`src/rtl/ptr_regfile_pkg.sv`:
```
package ptr_regfile_pkg;

    typedef enum logic [3:0] {
        OP_NONE,
        OP_INC,
        OP_DEC,
        OP_GETLO,
        OP_GETHI,
        OP_PUTLO,
        OP_PUTHI,
        OP_SETP,
        OP_SETX,
        OP_SAVE
    } op_kind_e;

endpackage

```
`src/rtl/ptr_opdec.sv`:
```
module ptr_opdec
    import ptr_regfile_pkg::*;
#(
    parameter int IW = 4
) (
    input  logic            valid,
    input  logic [IW+3:0]   code,
    output op_kind_e        kind,
    output logic [IW-1:0]   idx
);
    localparam int OPW = IW + 4;

    logic [3:0] major;

    assign major = code[OPW-1:OPW-4];
    assign idx   = code[IW-1:0];

    always_comb begin
        kind = OP_NONE;
        if (valid) begin
            unique case (major)
                4'h1:    kind = OP_INC;
                4'h2:    kind = OP_DEC;
                4'h7:    kind = (idx == IW'(9)) ? OP_SAVE : OP_NONE;
                4'h8:    kind = OP_GETLO;
                4'h9:    kind = OP_GETHI;
                4'hA:    kind = OP_PUTLO;
                4'hB:    kind = OP_PUTHI;
                4'hD:    kind = OP_SETP;
                4'hE:    kind = OP_SETX;
                default: kind = OP_NONE;
            endcase
        end
    end
endmodule

```
`src/rtl/ptr_regarray.sv`:
```
module ptr_regarray #(
    parameter int NREG = 16,
    parameter int RW   = 16
) (
    input  logic                     clk,
    input  logic                     rst_n,
    input  logic                     upd_en,
    input  logic [$clog2(NREG)-1:0]  upd_idx,
    input  logic [RW-1:0]            upd_val,
    input  logic [$clog2(NREG)-1:0]  rd_idx,
    input  logic [$clog2(NREG)-1:0]  p_idx,
    input  logic [$clog2(NREG)-1:0]  x_idx,
    output logic [RW-1:0]            rd_val,
    output logic [RW-1:0]            p_val,
    output logic [RW-1:0]            x_val
);
    localparam int IW = $clog2(NREG);

    logic [RW-1:0] regs [NREG];

    for (genvar i = 0; i < NREG; i++) begin : g_reg
        always_ff @(posedge clk or negedge rst_n) begin
            if (!rst_n)
                regs[i] <= '0;
            else if (upd_en && upd_idx == IW'(i))
                regs[i] <= upd_val;
        end
    end

    assign rd_val = regs[rd_idx];
    assign p_val  = regs[p_idx];
    assign x_val  = regs[x_idx];
endmodule

```
`src/rtl/ptr_desig.sv`:
```
module ptr_desig
    import ptr_regfile_pkg::*;
#(
    parameter int IW = 4
) (
    input  logic            clk,
    input  logic            rst_n,
    input  op_kind_e        kind,
    input  logic [IW-1:0]   idx,
    output logic [IW-1:0]   p_q,
    output logic [IW-1:0]   x_q,
    output logic [2*IW-1:0] t_q
);
    logic [IW-1:0]   p_nx, x_nx;
    logic [2*IW-1:0] t_nx;

    always_ff @(posedge clk or negedge rst_n) begin
        if (!rst_n) begin
            p_q <= '0;
            x_q <= '0;
            t_q <= '0;
        end else begin
            p_q <= p_nx;
            x_q <= x_nx;
            t_q <= t_nx;
        end
    end

    always_comb begin
        p_nx = p_q;
        x_nx = x_q;
        t_nx = t_q;
        unique case (kind)
            OP_SETP: p_nx = idx;
            OP_SETX: x_nx = idx;
            OP_SAVE: t_nx = {x_q, p_q};
            default: ;
        endcase
    end


    p_hold_chk: assert property (@(posedge clk) disable iff (!rst_n)
        (kind != OP_SETP) |=> $stable(p_q));


    x_hold_chk: assert property (@(posedge clk) disable iff (!rst_n)
        (kind != OP_SETX) |=> $stable(x_q));


    save_keeps_desig_chk: assert property (@(posedge clk) disable iff (!rst_n)
        (kind == OP_SAVE) |=> ($stable(p_q) && $stable(x_q)));


    t_hold_chk: assert property (@(posedge clk) disable iff (!rst_n)
        (kind != OP_SAVE) |=> $stable(t_q));
endmodule

```
`src/rtl/ptr_regfile.sv`:
```
module ptr_regfile
    import ptr_regfile_pkg::*;
#(
    parameter int NREG = 16,
    parameter int RW   = 16
) (
    input  logic        clk,
    input  logic        rst_n,
    input  logic        op_valid,
    input  logic [7:0]  op_code,
    input  logic [7:0]  d_in,
    output logic [7:0]  byte_out,
    output logic [15:0] pc_out,
    output logic [15:0] dp_out,
    output logic [7:0]  t_out
);
    localparam int IW = $clog2(NREG);
    localparam int BW = RW / 2;

    op_kind_e      kind;
    logic [IW-1:0] idx, p_q, x_q;
    logic [RW-1:0] cur, nxt, p_val, x_val;
    logic          upd_en;
    logic [BW-1:0] byte_q;

    ptr_opdec #(.IW(IW)) u_dec (
        .valid (op_valid),
        .code  (op_code),
        .kind  (kind),
        .idx   (idx)
    );

    ptr_desig #(.IW(IW)) u_desig (
        .clk   (clk),
        .rst_n (rst_n),
        .kind  (kind),
        .idx   (idx),
        .p_q   (p_q),
        .x_q   (x_q),
        .t_q   (t_out)
    );

    ptr_regarray #(.NREG(NREG), .RW(RW)) u_regs (
        .clk     (clk),
        .rst_n   (rst_n),
        .upd_en  (upd_en),
        .upd_idx (idx),
        .upd_val (nxt),
        .rd_idx  (idx),
        .p_idx   (p_q),
        .x_idx   (x_q),
        .rd_val  (cur),
        .p_val   (p_val),
        .x_val   (x_val)
    );

    always_comb begin
        upd_en = 1'b1;
        nxt    = cur;
        unique case (kind)
            OP_INC:   nxt = cur + RW'(1);
            OP_DEC:   nxt = cur - RW'(1);
            OP_PUTLO: nxt = {cur[RW-1:BW], d_in};
            OP_PUTHI: nxt = {d_in, cur[BW-1:0]};
            default:  upd_en = 1'b0;
        endcase
    end

    always_ff @(posedge clk or negedge rst_n) begin
        if (!rst_n)
            byte_q <= '0;
        else if (kind == OP_GETLO)
            byte_q <= cur[BW-1:0];
        else if (kind == OP_GETHI)
            byte_q <= cur[RW-1:BW];
    end

    assign byte_out = byte_q;
    assign pc_out   = p_val;
    assign dp_out   = x_val;


    byte_hold_chk: assert property (@(posedge clk) disable iff (!rst_n)
        (kind != OP_GETLO && kind != OP_GETHI) |=> $stable(byte_out));


    inc_pc_chk: assert property (@(posedge clk) disable iff (!rst_n)
        (kind == OP_INC && idx == p_q) |=> (pc_out == $past(pc_out) + RW'(1)));


    dec_dp_chk: assert property (@(posedge clk) disable iff (!rst_n)
        (kind == OP_DEC && idx == x_q) |=> (dp_out == $past(dp_out) - RW'(1)));


    untouched_pc_chk: assert property (@(posedge clk) disable iff (!rst_n)
        (!upd_en && kind != OP_SETP) |=> $stable(pc_out));
endmodule

```
`config.mk`:
```
export PLATFORM = sky130hd
export DESIGN_NAME = ptr_regfile
export DESIGN_NICKNAME = d
export VERILOG_FILES = /design/src/rtl/ptr_regfile_pkg.sv /design/src/rtl/ptr_opdec.sv /design/src/rtl/ptr_regarray.sv /design/src/rtl/ptr_desig.sv /design/src/rtl/ptr_regfile.sv
export SDC_FILE = /design/constraint.sdc
export NUM_CORES = 1
export LEC_CHECK = 0
export BUFFER_PORTS_ARGS = -buffer_cell sky130_fd_sc_hd__buf_2
export CORE_ASPECT_RATIO = 1.5
export CORE_UTILIZATION = 50
export CTS_BUF_LIST = sky130_fd_sc_hd__clkbuf_8
export DETAILED_ROUTE_END_ITERATION = 8
export PLACE_DENSITY_LB_ADDON = 0.25
export SYNTH_ARGS = -nofsm -noshare
export SYNTH_HDL_FRONTEND = slang
export SYNTH_SLANG_ARGS = --single-unit
```
`constraint.sdc`:
```
create_clock -name clk -period 3.6 [get_ports clk]
set_input_delay 0.54 -clock clk [delete_from_list [all_inputs] [get_ports clk]]
set_output_delay 0.54 -clock clk [all_outputs]
set_load 0.1 [all_outputs]
```
# After elaboration in Yosys (flattened, before gate mapping)
# Index checks and enable logic that the tools add are counted.
# W data, S select, Z words.
[word_totals]
regBits = 280
in_bits = 19
[op_classes]
n_addsub = 2
n_lt_le_gt_ge = 3
n_eq_ne = 33
muxes = 16
bitwise_logic = 3
n_reduce_logical = 19
[ops]
columns = ["op", "count"]
rows = [
  ["$bmux W16 S4", 3],
  ["$mux W16", 6],
  ["$eq A4 B4 Y1 const B", 16],
  ["$pmux W16 S4", 1],
  ["$eq A4 B3 Y1 const B", 9],
  ["$pmux W4 S9", 1],
  ["$eq A4 B2 Y1 const B", 5],
  ["$add A16 B1 Y16 const B", 1],
  ["$logic_and A1 B1 Y1", 16],
  ["$mux W8", 2],
  ["$sub A16 B1 Y16 const B", 1],
  ["$ge A5 B5 Y1 const B", 3],
  ["$not A4 Y5", 3],
  ["$eq A4 B1 Y1 const B", 3],
  ["$mux W4", 2],
  ["$logic_not A4 Y1", 1],
  ["$reduce_or A4 Y1", 1],
  ["$reduce_bool A2 Y1", 1],
  ["$mux W1", 1],
]

# Logic depth before layout (Yosys ltp)
[depth]
word_depth = 8
depth_mapped = 19

# Cells and area by module
# From an unflattened synthesis, not the netlist that was laid out.
[unflattened]
hier_cells = 1305
area_unflattened_um2 = 17749.5
[by_module_without_submodules]
columns = ["mod", "instances", "cells_each", "area_each_um2", "seq_area_each_um2"]
rows = [
  ["ptr_regarray", 1, 985, 15205.8, 6406.1],
  ["ptr_regfile", 1, 260, 1756.7, 200.2],
  ["ptr_desig", 1, 36, 630.6, 400.4],
  ["ptr_opdec", 1, 24, 156.4, 0.0],
]

# Worst setup path after synthesis
# Ideal clock, no wire load.
[synth_timing]
path_type = "input to register"
startpoint = "input port op_code[0]"
endpoint = "register u_regs.regs[143] (netlist bit)"
arrival_ns = 4.720
required_ns = 3.465
setup_slack_ns = -1.254
cell_stages = 15
n_path_buf = 4
path_cell_list = "buf_2 -> buf_6 -> buf_1 -> mux4_2 -> mux4_2 -> ha_1 -> nand2_1 -> or3_1 -> a21oi_2 -> o22ai_1 -> a221o_1 -> mux2i_1 -> a2111oi_4 -> buf_6 -> a21oi_2"
[synth_via]
elab_chain_cells = 8
word_cells_on_any_way = 19
[synth_rtl]
columns = ["element", "line_no", "source"]
rows = [
  ["from (decl)", "ptr_regfile.sv:10", "input logic [7:0] op_code,"],
  ["parallel branches: the longest is 8 deep, another holds $sub A16 B1 Y16", "--", ""],
  ["to (signal, indexed assignment)", "ptr_regarray.sv:26", "regs[i] <= upd_val;"],
  ["to (decl)", "ptr_regarray.sv:19", "logic [RW-1:0] regs [NREG];"],
]
# Several ways; the timed one is not identified. The select of a mux whose other input is x is not followed.
# A chain may end at the register's enable or synchronous reset.

# Final worst setup path
[layout_timing]
startpoint = "register u_regs.regs[49] (netlist bit)"
endpoint = "register u_regs.regs[59] (netlist bit)"
[layout_via]
elab_chain_cells = 5
word_cells_on_any_way = 6
[layout_rtl]
columns = ["element", "line_no", "source"]
rows = [
  ["$bmux W16 S4 *", "ptr_regarray.sv:30", "assign rd_val = regs[rd_idx];"],
  ["$mux W16 (implied by the code) * (2 in a row)", "ptr_regarray.sv:30", ""],
  ["$sub A16 B1 Y16 / $add A16 B1 Y16 (equally long branches)", "ptr_regfile.sv:62, ptr_regfile.sv:61", ""],
  ["$pmux W16 S4 *", "ptr_regfile.sv:60", "unique case (kind)"],
]
# Every way passes the cells marked *; elsewhere a longest branch is shown, timed or not. The select of a mux whose other input is x is not followed.

==> key figures <==
Status
  • Status: finished, violations left
  • Failing checks: negative setup slack

Logic synthesis
  • Ys flop type: dfrtp_1
  • Sequential fraction of the synthesis area: 0.396
  • Register bit total from synthesis: 280
  • Async SR Flop Fraction: 1.00
  • Synthesis warning total: 0
  • Post-Syn Instances: 1,519
  • Mux cell area share after synthesis: 0.317
  • Xor/xnor cell area share of the yosys netlist: 0.00545
  • EDFF count, synth: 0
  • Mapped Area: 17,700 sq um
  • Largest family of logic cells by synthesized area: multiplexers
  • Post-synthesis compound-gate area fraction: 0.128
  • Post-synthesis simple-gate area fraction: 0.103
  • Post-Syn Nets: 1,552
  • Post-Synth Adder-Cell Area: 0.0110
  • Synth cell types: 77
  • Synth Area per Inst: 11.6 sq um

Pwr
  • Leakage: around 9.6 nW
  • Max VDD drop: 0.608 mV
  • Total Power: 0.0121 W
  • P per Cell Area: 537 nW/um^2

Routing
  • Via count: 14,947
  • Wire length per cell: approximately 26 microns
  • Final routed DRC violation total: 0
  • Drt total wl: 59.8 mm
  • Vias per inst: roughly 6.5
  • Initial DRT Pass Iterations: 6
  • DRT iter0 DRCs: 1,149
  • Final ANT Viol Nets: 0

Placement
  • Gp weighted congestion: approximately 0.95
  • DP HPWL: 40.6 mm
  • Number of port buffers: 66

Global routing
  • Remaining global-route overflow: 0
  • Initial antenna violation count: 1
  • GRT Util Overall: 0.332
  • Largest net degree at the start of global routing: 80
  • First-pass GRT wire length: 88.1 mm
  • Vias in the first global route: 15,071

Critical path
  • Critical Path Most Common Cell: mux4_2
  • Crit Path Category: flop to flop
  • CP max-delay cell: mux4_2
  • WP data required: 4150 ps
  • Slowest stage delay, CP: approximately 620 ps
  • CP max FO: 15
  • Nature of the critical path endpoint: flop
  • Critical-path cell list: mux4_2 -> mux4_2 -> ha_4 -> nand2_2 -> or3_4 -> a21oi_4 -> o22ai_2 -> a221o_1 -> buf_6 -> a211o_1 -> and3_4 -> buf_12 -> a21oi_2
  • CP Data Arrival Time: ~4400 ps
  • CP startpoint kind: flop

Clocking
  • Clk root buf: clkbuf_8
  • Clk pin slew, worst setup/hold paths: around 60 ps
  • TritonCTS clock tree: done
  • CTS HTree Levels: 2
  • Clk_lat worst skew: 620 ps
  • CTS Buffer Depth: 3
  • CTS sink cnt: 280
  • TritonCTS Buffers: 45

Finish
  • Fin util: 0.641
  • Layout cells sized above 1: 0.457
  • Layout Area Growth over Synthesis: 26.9%
  • Nets: 1,828
  • Most frequent cells in the layout: 276 x dfrtp_1, 252 x buf_4, 211 x mux4_2
  • Most common cell after layout, fill and taps aside: dfrtp_1

Floorplanning
  • Die H: about 230 microns
  • I/O pins: 67
  • # rows: 84
  • CORE AREA: 35,000 sq um
  • Initial Utilization: 0.506
  • Die Span X: approximately 160 microns
  • Total die area: 36,200 sq um

STA
  • Slew HR: 0.315
  • Layout Skew: 28.4 ps
  • TNS Setup: -16,710 ps
  • Clock period minus worst slack: 3900 ps
  • Final Hold Violating Endpoints: 0
  • Final Max Tran Viols: 0
  • Worst-Margin Slew: 1020 ps
  • Max frequency: between 0.2 and 0.3 GHz
  • Worst Setup Slack, final: -295 ps
  • Final period utilization: 1.08
  • Endpoints failing setup: 147
  • RSZ-0062 raised after global routing: true

Min path
  • Hold WC Path Type: input pin to flop

Run
  • Max Cap Violations: 0
-- synth_stat cells, drive strengths merged, types with 14 or more instances --
| cell type | instances | area (sq um) |
|---|---|---|
| buf | 46 | 340 |
| nor3 | 20 | 110 |
| nand2 | 178 | 668 |
| mux4 | 222 | 5040 |
| o21ai | 147 | 736 |
| a21oi | 98 | 603 |
| mux2 | 27 | 304 |
| mux2i | 27 | 270 |
| a31oi | 52 | 325 |
| clkbuf | 86 | 323 |
| nor2 | 172 | 648 |
| nand3 | 14 | 70.1 |
| dfrtp | 280 | 7010 |
-- critical path: cells and delay by family, from the launching register on --
kind	cells	cell delay (ps)
adder cells (fa/ha/maj)	1	320
flip-flops	1	390
buffers and inverters	2	300
AO/OA/AOI/OAI	5	1110
AND/OR/NAND/NOR	3	590
multiplexers	2	1080
-- cell families after synthesis --
kind of cell / count (synthesis)
and+or+nand+nor: 431
DFF: 280
adders and majority gates: 15
muxes: 276
AOI/OAI and AO/OA: 365
xor gates and xnor gates: 11
buffers and inverters: 141
-- where the power goes --
group	total (W)	internal [W]	switching [W]
combinational	0.00516	0.00212	0.00304
clock	0.00277	0.00144	0.00133
sequential	0.00413	0.00362	0.000511
-- routing by layer --
metal | vias up | part of all wire | track usage
met4 | 0 | 0.085 | 0.244
met1 | 7579 | 0.33 | 0.362
li1 | 6374 | - | -
met5 | - | 0 | 0
met2 | 733 | 0.51 | 0.577
met3 | 261 | 0.067 | 0.0576
-- final timing paths --
kind | startpoint | endpoint | slack [ps] | depth (start not counted)
max | u_regs.regs[49]$_DFFE_PN0P_ | u_regs.regs[59]$_DFFE_PN0P_ | -300 | 13
min | d_in[7] | u_regs.regs[111]$_DFFE_PN0P_ | 320 | 3
max reg2reg | u_regs.regs[49]$_DFFE_PN0P_ | u_regs.regs[59]$_DFFE_PN0P_ | -300 | 13
min reg2reg | u_desig.t_q[6]$_DFFE_PN0N_ | u_desig.t_q[6]$_DFFE_PN0N_ | 500 | 1
max in group asynchronous | rst_n | u_desig.x_q[0]$_DFFE_PN0N_ | 2120 | 3
min in group asynchronous | rst_n | u_regs.regs[191]$_DFFE_PN0P_ | 440 | 2
-- state kept, by name, indices dropped and copies added, names as in the netlist --
| register | count |
|---|---|
| u_desig.t_q | 8 |
| u_desig.p_q | 4 |
| u_regs.regs | 256 |
| u_desig.x_q | 4 |
| byte_out | 8 |
-- repair_timing --
item,CTS,global route
buffers inserted,12,16
hold buffers,1,0
pin swaps,8,63
setup endpoints to repair,122,177
resized for setup,22,137
endpoints found under the hold margin,52,0
cloned,1,5
-- through the flow --
step,worst slack (ps),instance area (sq um),hold slack (ps),std cells
3_3_place_gp,-856,20400,484,2191
2_1_floorplan,-587,18000,244,1519
6_report,-295,22400,315,2296
3_5_place_dp,-895,20400,491,2191
5_1_grt,-378,22400,377,2296
4_1_cts,-173,21600,313,2279
-- layout make-up --
| type | count | area, sq um |
|---|---|---|
| clock inverter | 19 | 111 |
| sequential | 280 | 7020 |
| timing repair buffer | 360 | 3030 |
| clock buffer | 55 | 757 |
| antenna | 1 | 2.50 |
| fill | 2686 | 12600 |
| multi-input combinational | 1099 | 10900 |
| tap | 473 | 592 |
| inverter | 9 | 33.8 |
Power figures use the tool's default switching activity.
